### config.mk
export PLATFORM = sky130hd
export DESIGN_NAME = spi_cmd_engine
export DESIGN_NICKNAME = d
export VERILOG_FILES = /design/src/rtl/spi_eng_pkg.sv /design/src/rtl/spi_fifo_ram.sv /design/src/rtl/spi_half_tick.sv /design/src/rtl/spi_seq.sv /design/src/rtl/spi_cmd_engine.sv
export SDC_FILE = /design/constraint.sdc
export NUM_CORES = 1
export LEC_CHECK = 0
export BUFFER_PORTS_ARGS = -buffer_cell sky130_fd_sc_hd__buf_2
export CAP_MARGIN = 20
export CORE_MARGIN = 4
export CORE_UTILIZATION = 52
export DETAILED_ROUTE_END_ITERATION = 6
export GPL_ROUTABILITY_DRIVEN = 0
export PLACE_DENSITY = 0.64
export SYNTH_ARGS = -nofsm -noshare
export SYNTH_HDL_FRONTEND = slang
export SYNTH_SLANG_ARGS = --single-unit
### constraint.sdc
create_clock -name clk -period 5.22 [get_ports clk]
set_clock_uncertainty 0.2 [all_clocks]
set_input_delay 1.044 -clock clk [delete_from_list [all_inputs] [get_ports clk]]
set_output_delay 1.044 -clock clk [all_outputs]
set_load 0.02 [all_outputs]
### src/rtl/spi_eng_pkg.sv
package spi_eng_pkg;

  localparam logic [7:0] ADDR_OPCODE  = 8'h45;
  localparam logic [7:0] ADDR_TRIGGER = 8'h47;
  localparam logic [7:0] ADDR_TXCNT   = 8'h48;
  localparam logic [7:0] ADDR_RXCNT   = 8'h49;
  localparam logic [7:0] ADDR_STATUS  = 8'h4A;
  localparam logic [7:0] ADDR_DIV     = 8'h4B;
  localparam logic [7:0] START_CODE   = 8'h01;

  typedef enum logic [1:0] {
    SQ_IDLE  = 2'd0,
    SQ_LEAD  = 2'd1,
    SQ_SHIFT = 2'd2,
    SQ_TAIL  = 2'd3
  } seq_state_t;

  // Half-period of SCK in system clocks; zero is promoted to one.
  function automatic logic [7:0] half_period(input logic [7:0] div);
    return (div == 8'd0) ? 8'd1 : div;
  endfunction

  // Sum of both data phases, widened so no count pair can wrap.
  function automatic logic [8:0] phase_sum(input logic [7:0] tx, input logic [7:0] rx);
    return {1'b0, tx} + {1'b0, rx};
  endfunction

  function automatic logic counts_fit(input logic [7:0] tx, input logic [7:0] rx,
                                      input logic [8:0] depth);
    return phase_sum(tx, rx) <= depth;
  endfunction

endpackage

### src/rtl/spi_fifo_ram.sv
module spi_fifo_ram #(
  parameter int DEPTH = 72
) (
  input  logic       clk,
  input  logic       rst_n,
  input  logic       bus_we,
  input  logic [7:0] bus_widx,
  input  logic [7:0] bus_wdata,
  input  logic [7:0] bus_ridx,
  output logic [7:0] bus_rdata,
  input  logic       eng_we,
  input  logic [7:0] eng_widx,
  input  logic [7:0] eng_wdata,
  input  logic [7:0] eng_ridx,
  output logic [7:0] eng_rdata
);
  localparam int AW = $clog2(DEPTH);
  localparam logic [8:0] DEPTH_L = 9'(DEPTH);

  logic [7:0] mem [DEPTH];

  wire bus_rd_ok = {1'b0, bus_ridx} < DEPTH_L;
  wire eng_rd_ok = {1'b0, eng_ridx} < DEPTH_L;
  wire bus_wr_ok = {1'b0, bus_widx} < DEPTH_L;
  wire eng_wr_ok = {1'b0, eng_widx} < DEPTH_L;

  always_ff @(posedge clk) begin
    if (eng_we && eng_wr_ok)
      mem[eng_widx[AW-1:0]] <= eng_wdata;
    else if (bus_we && bus_wr_ok)
      mem[bus_widx[AW-1:0]] <= bus_wdata;
  end

  assign bus_rdata = bus_rd_ok ? mem[bus_ridx[AW-1:0]] : 8'h00;
  assign eng_rdata = eng_rd_ok ? mem[eng_ridx[AW-1:0]] : 8'h00;


  bus_engine_excl_chk: assert property (@(posedge clk) disable iff (!rst_n)
    eng_we |-> !bus_we);


  eng_store_in_range_chk: assert property (@(posedge clk) disable iff (!rst_n)
    eng_we |-> eng_wr_ok);

endmodule

### src/rtl/spi_half_tick.sv
module spi_half_tick (
  input  logic       clk,
  input  logic       rst_n,
  input  logic       run,
  input  logic [7:0] half,
  output logic       tick
);
  logic [7:0] cnt_q;

  assign tick = run && (cnt_q == half - 8'd1);

  always_ff @(posedge clk or negedge rst_n) begin
    if (!rst_n)            cnt_q <= 8'd0;
    else if (!run || tick) cnt_q <= 8'd0;
    else                   cnt_q <= cnt_q + 8'd1;
  end


  tick_spacing_chk: assert property (@(posedge clk) disable iff (!rst_n)
    tick |=> !tick || (half == 8'd1));

endmodule

### src/rtl/spi_seq.sv
module spi_seq
  import spi_eng_pkg::*;
(
  input  logic       clk,
  input  logic       rst_n,
  input  logic       start,
  input  logic [7:0] opcode,
  input  logic [7:0] tx_cnt,
  input  logic [7:0] rx_cnt,
  input  logic       tick,
  input  logic       miso,
  output logic [7:0] fifo_ridx,
  input  logic [7:0] fifo_rdata,
  output logic       fifo_we,
  output logic [7:0] fifo_widx,
  output logic [7:0] fifo_wdata,
  output logic       sck,
  output logic       cs_n,
  output logic       mosi,
  output logic       busy
);
  seq_state_t state_q;
  logic [8:0] byte_q;
  logic [2:0] bit_q;
  logic       lead_q;
  logic [7:0] tx_sh_q;
  logic [7:0] rx_sh_q;
  logic       sck_q;

  wire [8:0] last_byte  = phase_sum(tx_cnt, rx_cnt);
  wire       in_shift   = (state_q == SQ_SHIFT);
  wire       rise_evt   = in_shift && tick && !sck_q;
  wire       fall_evt   = in_shift && tick && sck_q;
  wire       byte_done  = fall_evt && (bit_q == 3'd7);
  wire       rx_phase   = byte_q > {1'b0, tx_cnt};
  wire       next_is_tx = byte_q < {1'b0, tx_cnt};
  wire       frame_end  = byte_done && (byte_q == last_byte);

  assign fifo_ridx  = byte_q[7:0];
  assign fifo_widx  = byte_q[7:0] - 8'd1;
  assign fifo_wdata = rx_sh_q;
  assign fifo_we    = byte_done && rx_phase;

  always_ff @(posedge clk or negedge rst_n) begin
    if (!rst_n) begin
      state_q <= SQ_IDLE;
      byte_q  <= '0;
      bit_q   <= '0;
      lead_q  <= 1'b0;
      tx_sh_q <= '0;
      rx_sh_q <= '0;
      sck_q   <= 1'b0;
    end else begin
      case (state_q)
        SQ_IDLE: begin
          sck_q <= 1'b0;
          if (start) begin
            state_q <= SQ_LEAD;
            byte_q  <= '0;
            bit_q   <= '0;
            lead_q  <= 1'b0;
          end
        end
        SQ_LEAD: begin
          if (tick) begin
            lead_q <= 1'b1;
            if (lead_q) begin
              state_q <= SQ_SHIFT;
              tx_sh_q <= opcode;
            end
          end
        end
        SQ_SHIFT: begin
          if (rise_evt) begin
            sck_q   <= 1'b1;
            rx_sh_q <= {rx_sh_q[6:0], miso};
          end else if (fall_evt) begin
            sck_q <= 1'b0;
            if (bit_q == 3'd7) begin
              bit_q <= '0;
              if (frame_end) begin
                state_q <= SQ_TAIL;
              end else begin
                byte_q  <= byte_q + 9'd1;
                tx_sh_q <= next_is_tx ? fifo_rdata : 8'h00;
              end
            end else begin
              bit_q   <= bit_q + 3'd1;
              tx_sh_q <= {tx_sh_q[6:0], 1'b0};
            end
          end
        end
        SQ_TAIL: begin
          if (tick) state_q <= SQ_IDLE;
        end
        default: state_q <= SQ_IDLE;
      endcase
    end
  end

  assign sck  = sck_q;
  assign cs_n = (state_q == SQ_IDLE);
  assign busy = (state_q != SQ_IDLE);
  assign mosi = in_shift ? tx_sh_q[7] : 1'b0;


  idle_sck_low_chk: assert property (@(posedge clk) disable iff (!rst_n)
    cs_n |-> !sck);


  sck_moves_on_tick_chk: assert property (@(posedge clk) disable iff (!rst_n)
    !tick |=> $stable(sck_q));


  frame_end_release_chk: assert property (@(posedge clk) disable iff (!rst_n)
    frame_end |=> busy && !sck);

endmodule

### src/rtl/spi_cmd_engine.sv
module spi_cmd_engine
  import spi_eng_pkg::*;
#(
  parameter int         DEPTH     = 72,
  parameter logic [7:0] FIFO_BASE = 8'h80
) (
  input  logic       clk,
  input  logic       rst_n,
  input  logic       reg_wr,
  input  logic [7:0] reg_addr,
  input  logic [7:0] reg_wdata,
  output logic [7:0] reg_rdata,
  output logic       spi_sck,
  output logic       spi_cs_n,
  output logic       spi_mosi,
  input  logic       spi_miso
);
  localparam logic [8:0] DEPTH_L = 9'(DEPTH);

  logic [7:0] opcode_q, txc_q, rxc_q, div_q;
  logic       err_q;
  logic       busy;
  logic       tick;

  wire [7:0] fifo_off = reg_addr - FIFO_BASE;
  wire       fifo_hit = (reg_addr >= FIFO_BASE) && ({1'b0, fifo_off} < DEPTH_L);

  wire wr_ok     = reg_wr && !busy;
  wire trig_wr   = wr_ok && (reg_addr == ADDR_TRIGGER) && (reg_wdata == START_CODE);
  wire fits      = counts_fit(txc_q, rxc_q, DEPTH_L);
  wire trig_go   = trig_wr && fits;
  wire trig_ovf  = trig_wr && !fits;
  wire clr_err   = reg_wr && (reg_addr == ADDR_STATUS) && reg_wdata[1];
  wire bus_fifo_we = wr_ok && fifo_hit;

  always_ff @(posedge clk or negedge rst_n) begin
    if (!rst_n) begin
      opcode_q <= 8'h00;
      txc_q    <= 8'h00;
      rxc_q    <= 8'h00;
      div_q    <= 8'h01;
      err_q    <= 1'b0;
    end else begin
      if (wr_ok && reg_addr == ADDR_OPCODE) opcode_q <= reg_wdata;
      if (wr_ok && reg_addr == ADDR_TXCNT)  txc_q    <= reg_wdata;
      if (wr_ok && reg_addr == ADDR_RXCNT)  rxc_q    <= reg_wdata;
      if (wr_ok && reg_addr == ADDR_DIV)    div_q    <= reg_wdata;
      if (trig_ovf)     err_q <= 1'b1;
      else if (clr_err) err_q <= 1'b0;
    end
  end

  logic [7:0] eng_ridx, eng_rdata, eng_widx, eng_wdata, bus_fifo_rdata;
  logic       eng_we;

  spi_fifo_ram #(.DEPTH(DEPTH)) u_fifo (
    .clk       (clk),
    .rst_n     (rst_n),
    .bus_we    (bus_fifo_we),
    .bus_widx  (fifo_off),
    .bus_wdata (reg_wdata),
    .bus_ridx  (fifo_off),
    .bus_rdata (bus_fifo_rdata),
    .eng_we    (eng_we),
    .eng_widx  (eng_widx),
    .eng_wdata (eng_wdata),
    .eng_ridx  (eng_ridx),
    .eng_rdata (eng_rdata)
  );

  spi_half_tick u_tick (
    .clk   (clk),
    .rst_n (rst_n),
    .run   (busy),
    .half  (half_period(div_q)),
    .tick  (tick)
  );

  spi_seq u_seq (
    .clk        (clk),
    .rst_n      (rst_n),
    .start      (trig_go),
    .opcode     (opcode_q),
    .tx_cnt     (txc_q),
    .rx_cnt     (rxc_q),
    .tick       (tick),
    .miso       (spi_miso),
    .fifo_ridx  (eng_ridx),
    .fifo_rdata (eng_rdata),
    .fifo_we    (eng_we),
    .fifo_widx  (eng_widx),
    .fifo_wdata (eng_wdata),
    .sck        (spi_sck),
    .cs_n       (spi_cs_n),
    .mosi       (spi_mosi),
    .busy       (busy)
  );

  always_comb begin
    reg_rdata = 8'h00;
    if (fifo_hit) reg_rdata = bus_fifo_rdata;
    else begin
      case (reg_addr)
        ADDR_OPCODE: reg_rdata = opcode_q;
        ADDR_TXCNT:  reg_rdata = txc_q;
        ADDR_RXCNT:  reg_rdata = rxc_q;
        ADDR_DIV:    reg_rdata = div_q;
        ADDR_STATUS: reg_rdata = {6'd0, err_q, busy};
        default:     reg_rdata = 8'h00;
      endcase
    end
  end


  start_sets_busy_chk: assert property (@(posedge clk) disable iff (!rst_n)
    trig_go |=> busy);


  overflow_refused_chk: assert property (@(posedge clk) disable iff (!rst_n)
    trig_ovf |=> !busy && err_q);


  err_sticky_chk: assert property (@(posedge clk) disable iff (!rst_n)
    (err_q && !clr_err) |=> err_q);


  opcode_frozen_chk: assert property (@(posedge clk) disable iff (!rst_n)
    busy |=> $stable(opcode_q) && $stable(txc_q) && $stable(rxc_q) && $stable(div_q));

endmodule

# After elaboration in Yosys (flattened, before gate mapping)
# Memory sizes are Yosys's and may differ from the RTL's.
# Cells that the tools add are included.
[word_totals]
regBits = 73
mem_bits_rw = 576
in_bits = 20
out_inout_bits = 11
word_cells = 144
n_memories = 1
[classes]
addsub = 7
n_lt_le_gt_ge = 7
eq_ne = 24
n_mux = 51
n_reduce_logical = 41
[mem_list]
columns = ["name", "depth", "word_bits", "read_ports", "rd_ports_with_merged_regs", "write_ports", "line_no", "source"]
rows = [
  ["u_fifo.mem", 72, 8, 2, 0, 1, "spi_fifo_ram.sv:20", "logic [7:0] mem [DEPTH];"],
]
[ops]
columns = ["op", "count"]
rows = [
  ["$mux W8", 13],
  ["$eq A8 B7 Y1 const B", 6],
  ["$mux W9", 5],
  ["$pmux W8 S5", 1],
  ["$lt A8 B7 Y1 const B", 3],
  ["$logic_and A1 B1 Y1", 22],
  ["$pmux W9 S2", 1],
  ["$mux W2", 8],
  ["$pmux W8 S2", 1],
  ["$sub A8 B1 Y8 const B", 2],
  ["$mux W1", 13],
  ["$mux W3", 4],
  ["$reduce_and A6 Y1", 2],
  ["$ne A2 B2 Y1 const B", 5],
  ["$reduce_bool A2 Y1", 5],
  ["$add A8 B8 Y9", 1],
  ["$add A9 B1 Y9 const B", 1],
  ["$eq A9 B9 Y1", 1],
  ["$gt A9 B8 Y1", 1],
  ["$le A9 B7 Y1 const B", 1],
  ["$lt A9 B8 Y1", 1],
  ["$add A8 B1 Y8 const B", 1],
  ["$eq A8 B1 Y1 const B", 1],
  ["$eq A8 B8 Y1", 1],
  ["21 further kinds", 30],
]

# Depth between registers and ports, before layout
[depth]
depth_word = 14
mapped_depth = 15
mapped_depth_nobuf = 10

# Hierarchy
# A second synthesis with hierarchy kept.
[hier_totals]
cells_unflattened = 1973
hier_area_um2 = 32947.8
[by_module_without_submodules]
columns = ["mod", "n_inst", "cells_each", "area_each_um2", "seq_area_each_um2"]
rows = [
  ["spi_fifo_ram", 1, 1437, 27556.4, 17296.6],
  ["spi_seq", 1, 275, 2611.3, 800.8],
  ["spi_cmd_engine", 1, 185, 2107.0, 827.0],
  ["spi_half_tick", 1, 76, 673.1, 200.2],
]

# Worst setup path after synthesis
# No wires, ideal clock.
[synth_path]
path_type = "input to output"
from = "input reg_addr[0]"
to = "output reg_rdata[6]"
t_arrival_ps = 3723
t_required_ps = 3976
slack_ps = 253
stages = 8
n_path_buf = 2
cell_sequence = "clkbuf_1 -> buf_1 -> mux4_2 -> mux4_2 -> mux4_2 -> nor2_1 -> a211oi_1 -> a311o_1"
[synth_via]
elab_chain_len = 4
word_cells_on_any_way = 13
cone_classes = "add/sub (1); order compare (2); eq/ne (5); mux (3); reduce/logical (1); memory (1)"
[synth_lines]
columns = ["item", "line_no", "source"]
rows = [
  ["start: declaration", "spi_cmd_engine.sv:10", "input logic [7:0] reg_addr,"],
  ["$sub A8 B8 Y8", "spi_cmd_engine.sv:25", "wire [7:0] fifo_off = reg_addr - FIFO_BASE;"],
  ["$mem_v2 Z72 W8 / $lt A8 B7 Y1 (equally long branches)", "n/a", ""],
  ["$mux W8 / $logic_and A1 B1 Y1 (equally long branches)", "spi_fifo_ram.sv:34, spi_cmd_engine.sv:26", ""],
  ["$mux W8 *", "spi_cmd_engine.sv:101", "if (fifo_hit) reg_rdata = bus_fifo_rdata;"],
  ["end: declaration", "spi_cmd_engine.sv:12", "output logic [7:0] reg_rdata,"],
]
# Mark *: on every way between the ends. The rest lies on a longest branch, timed or not.

# Worst setup path after layout
[layout_path]
from = "input reg_addr[0]"
to = "output reg_rdata[5]"
# Same word-level chain as after synthesis.

==> results.ini <==
[sta]
final.period_utilization=0.989
rsz0062_at_grt=false
max_freq_mhz=194
worst_pin_slew_ns=0.976
final_max_slew_viol_count=0
holdWs_ns=0.290
finalWorstPathRequiredPeriod_ns=5.16
finalHoldViolCount=0
fin_tns_setup_ns=0
slew-limit-headroom=0.349
setup_violations=0

[critical_path]
r2r-start=div_q[3]
r2r_cells=11
critPathLaunch=reg_addr[0]
cpPeakStageDelay_ns=0.58
r2r_slack_ns=0.78
critPathMaxFanout=32
arrival_ns=3.92
crit_buf_inv=3
worst-setup-path-type=input pin to output port
required_ns=3.98
start_kind=input pin
crit_end=reg_rdata[5]
end_kind=output port
timing.critical_path.mode_cell=mux4_2
cp_top_family=multiplexers
cp_cell_sequence=buf_16 > buf_12 > mux4_2 > mux4_2 > mux4_2 > nor2_1 > a211oi_1 > a221o_1 > buf_2
crit_slowest_cell=mux4_2
timing.rr.end=u_fifo.mem[9][5]
crit_cells=9

[synth]
syn_inst=1795
synth-seq-cells=649
synthesis.area_um2=32200
synth_nets=1842
synth.avg_cell_area_um2=17.9
ys_warn_count=0
synth_top_flop_cell=edfxtp_1
synth_cell_types=73
async_flop_share=0.112
synth-edff-count=576
yosysSeqAreaShare=0.595

[finish]
nets=1952
final_core_util=0.598
area_delta_synth_final_pct=13.1
final_area_um2=36400
num_antenna_cells=0
drive_gt1_frac=0.366

[global_routing]
antenna_found_initial=3
grt_usage=0.269
grt_pass1_vias=19007
grt_max_degree=74
grt_pass1_wl_mm=129
grt_overflow=0

[pwr]
p_sw_mw=2.78
finalPower_mw=11.6
ir_worst_vdd_mv=0.291
seqPwrFrac=0.495
clock_power_share=0.415
p_per_area_nw_per_um2=320
intPower_mw=8.87
sw_frac_of_total=0.239
pwr-share-comb=0.090
p_leak_nw=12.5

[routing]
first_pass_iters=6
avgViaCountPerCell=6.81
ant_nets=0
wirelength_mm=87.9
drt_iter0_drc=2056
drcViolationCount=0
vias=18673
wire_per_inst_um=32.0

[die]
coreArea_um2=60800
rows=90
io_pins=31
dieWidth_um=257
start_util=0.529
die_h_um=257
dieArea_um2=65900

[clock_tree]
insertion_delay_ns=0.61
path_clk_slew_ns=0.06
numCtsBuffers=71
cts_tree=yes
clockBufferDepth=3
cts_root_buf=clkbuf_16
cts_sinks=649
hold_buffers=0
cts_max_level=3

[placement]
dp_hpwl_mm=57.7
io_buffers=30
place_area_um2=34100

[worst_hold_path]
hold_path.class=flip-flop to flip-flop
hold_depth=2

[run_status]
status=finished clean

[run]
maxCapViolCount=0

## layout make-up
cell class,instances,area (µm²)
clock buffer,88,1890
clock inverter,42,339
fill,4395,24400
inverter,22,82.6
multi-input combinational,988,12400
sequential,649,19100
tap,782,978
timing repair buffer,173,1520
## cell usage after synthesis, drive strengths merged, types with 23 or more instances
cell type	n	area share
ha	26	0.010
dfrtp	72	0.056
o21ai	33	0.0051
mux2	47	0.016
edfxtp	576	0.54
nor3	85	0.013
mux4	362	0.25
clkbuf	67	0.0078
a21oi	23	0.0036
buf	69	0.010
nand2	86	0.010
mux2i	35	0.011
nand3	30	0.0047
nor2	53	0.0062
## per-stage QoR
stage,setup WS (ns),instances
after floorplan,0.253,1795
after global placement,-0.0139,2614
after detailed placement,-0.0288,2614
after CTS,0.0819,2744
after global routing,0.00335,2744
final,0.0578,2744
## worst min path at each step
stage	startpoint	endpoint	slack [ns]
2_1_floorplan	u_seq.bit_q[1]	u_seq.bit_q[1]	0.24
3_3_place_gp	u_seq.bit_q[1]	u_seq.bit_q[1]	0.26
5_1_grt	u_seq.bit_q[1]	u_seq.bit_q[1]	0.31
3_5_place_dp	u_seq.bit_q[1]	u_seq.bit_q[1]	0.27
6_report	u_seq.bit_q[2]	u_seq.bit_q[2]	0.29
4_1_cts	u_seq.bit_q[1]	u_seq.bit_q[1]	0.29
## placed cells by master, fill, tap and decap left out, types with 18 or more instances in the layout
| master | instances |
|---|---|
| dfrtp_1 | 68 |
| buf_4 | 122 |
| clkbuf_16 | 73 |
| edfxtp_1 | 576 |
| o21ai_0 | 33 |
| mux2i_1 | 35 |
| a21oi_1 | 23 |
| inv_1 | 22 |
| mux4_2 | 362 |
| nand3_1 | 30 |
| buf_2 | 27 |
| mux2_2 | 47 |
| nor3_1 | 84 |
| xnor2_1 | 18 |
| nor2_1 | 53 |
| nand2_1 | 78 |
| ha_1 | 26 |
| buf_12 | 20 |
## cells by family after synthesis
family / Yosys count / synth area share
buffers and inverters: 158 / 0.0206
XOR/XNOR: 32 / 0.00872
multiplexers: 444 / 0.281
adder cells (fa/ha/maj): 27 / 0.0107
AO/OA/AOI/OAI: 136 / 0.0291
flip-flops: 649 / 0.595
AND/OR/NAND/NOR: 349 / 0.0552
## timing repair
item,CTS,global route
resized for setup,1,4
setup endpoints to repair,4,4
gates cloned,0,0
pin swaps,0,0
buffers inserted,0,0
## registers in the layout, summed over array words and instances, names as in the netlist
name and cells:
u_seq.state_q 2, div_q 8, u_seq.tx_sh_q 8, u_seq.byte_q 9, u_seq.sck 1, err_q 1
opcode_q 8, u_seq.lead_q 1, txc_q 8, u_tick.cnt_q 8, u_seq.fifo_wdata 8, u_seq.bit_q 3
u_fifo.mem 576, rxc_q 8
## per-layer routing
layer | global-route usage | routed length [µm] | vias up
met1 | 0.369 | 34100 | 9838
met5 | 0 | 29 | -
met2 | 0.426 | 42300 | 880
met4 | 0.0838 | 2890 | 6
met3 | 0.0753 | 8590 | 159
li1 | - | - | 7790
## power by group through the flow
stage,sequential (mW),combinational (mW),clock (mW)
2_1_floorplan,5.86,0.693,0
3_3_place_gp,5.87,1.01,0
3_5_place_dp,5.88,1.04,0
4_1_cts,5.77,1.04,4.92
5_1_grt,5.77,1.13,5.15
6_report,5.77,1.04,4.83
## worst min-delay path: stages (launching register included)
cell and delay [ns]:
dfrtp_1 0.36, nand2_1 0.05, nand2_1 0.05
Power figures use the tool's default switching activity.
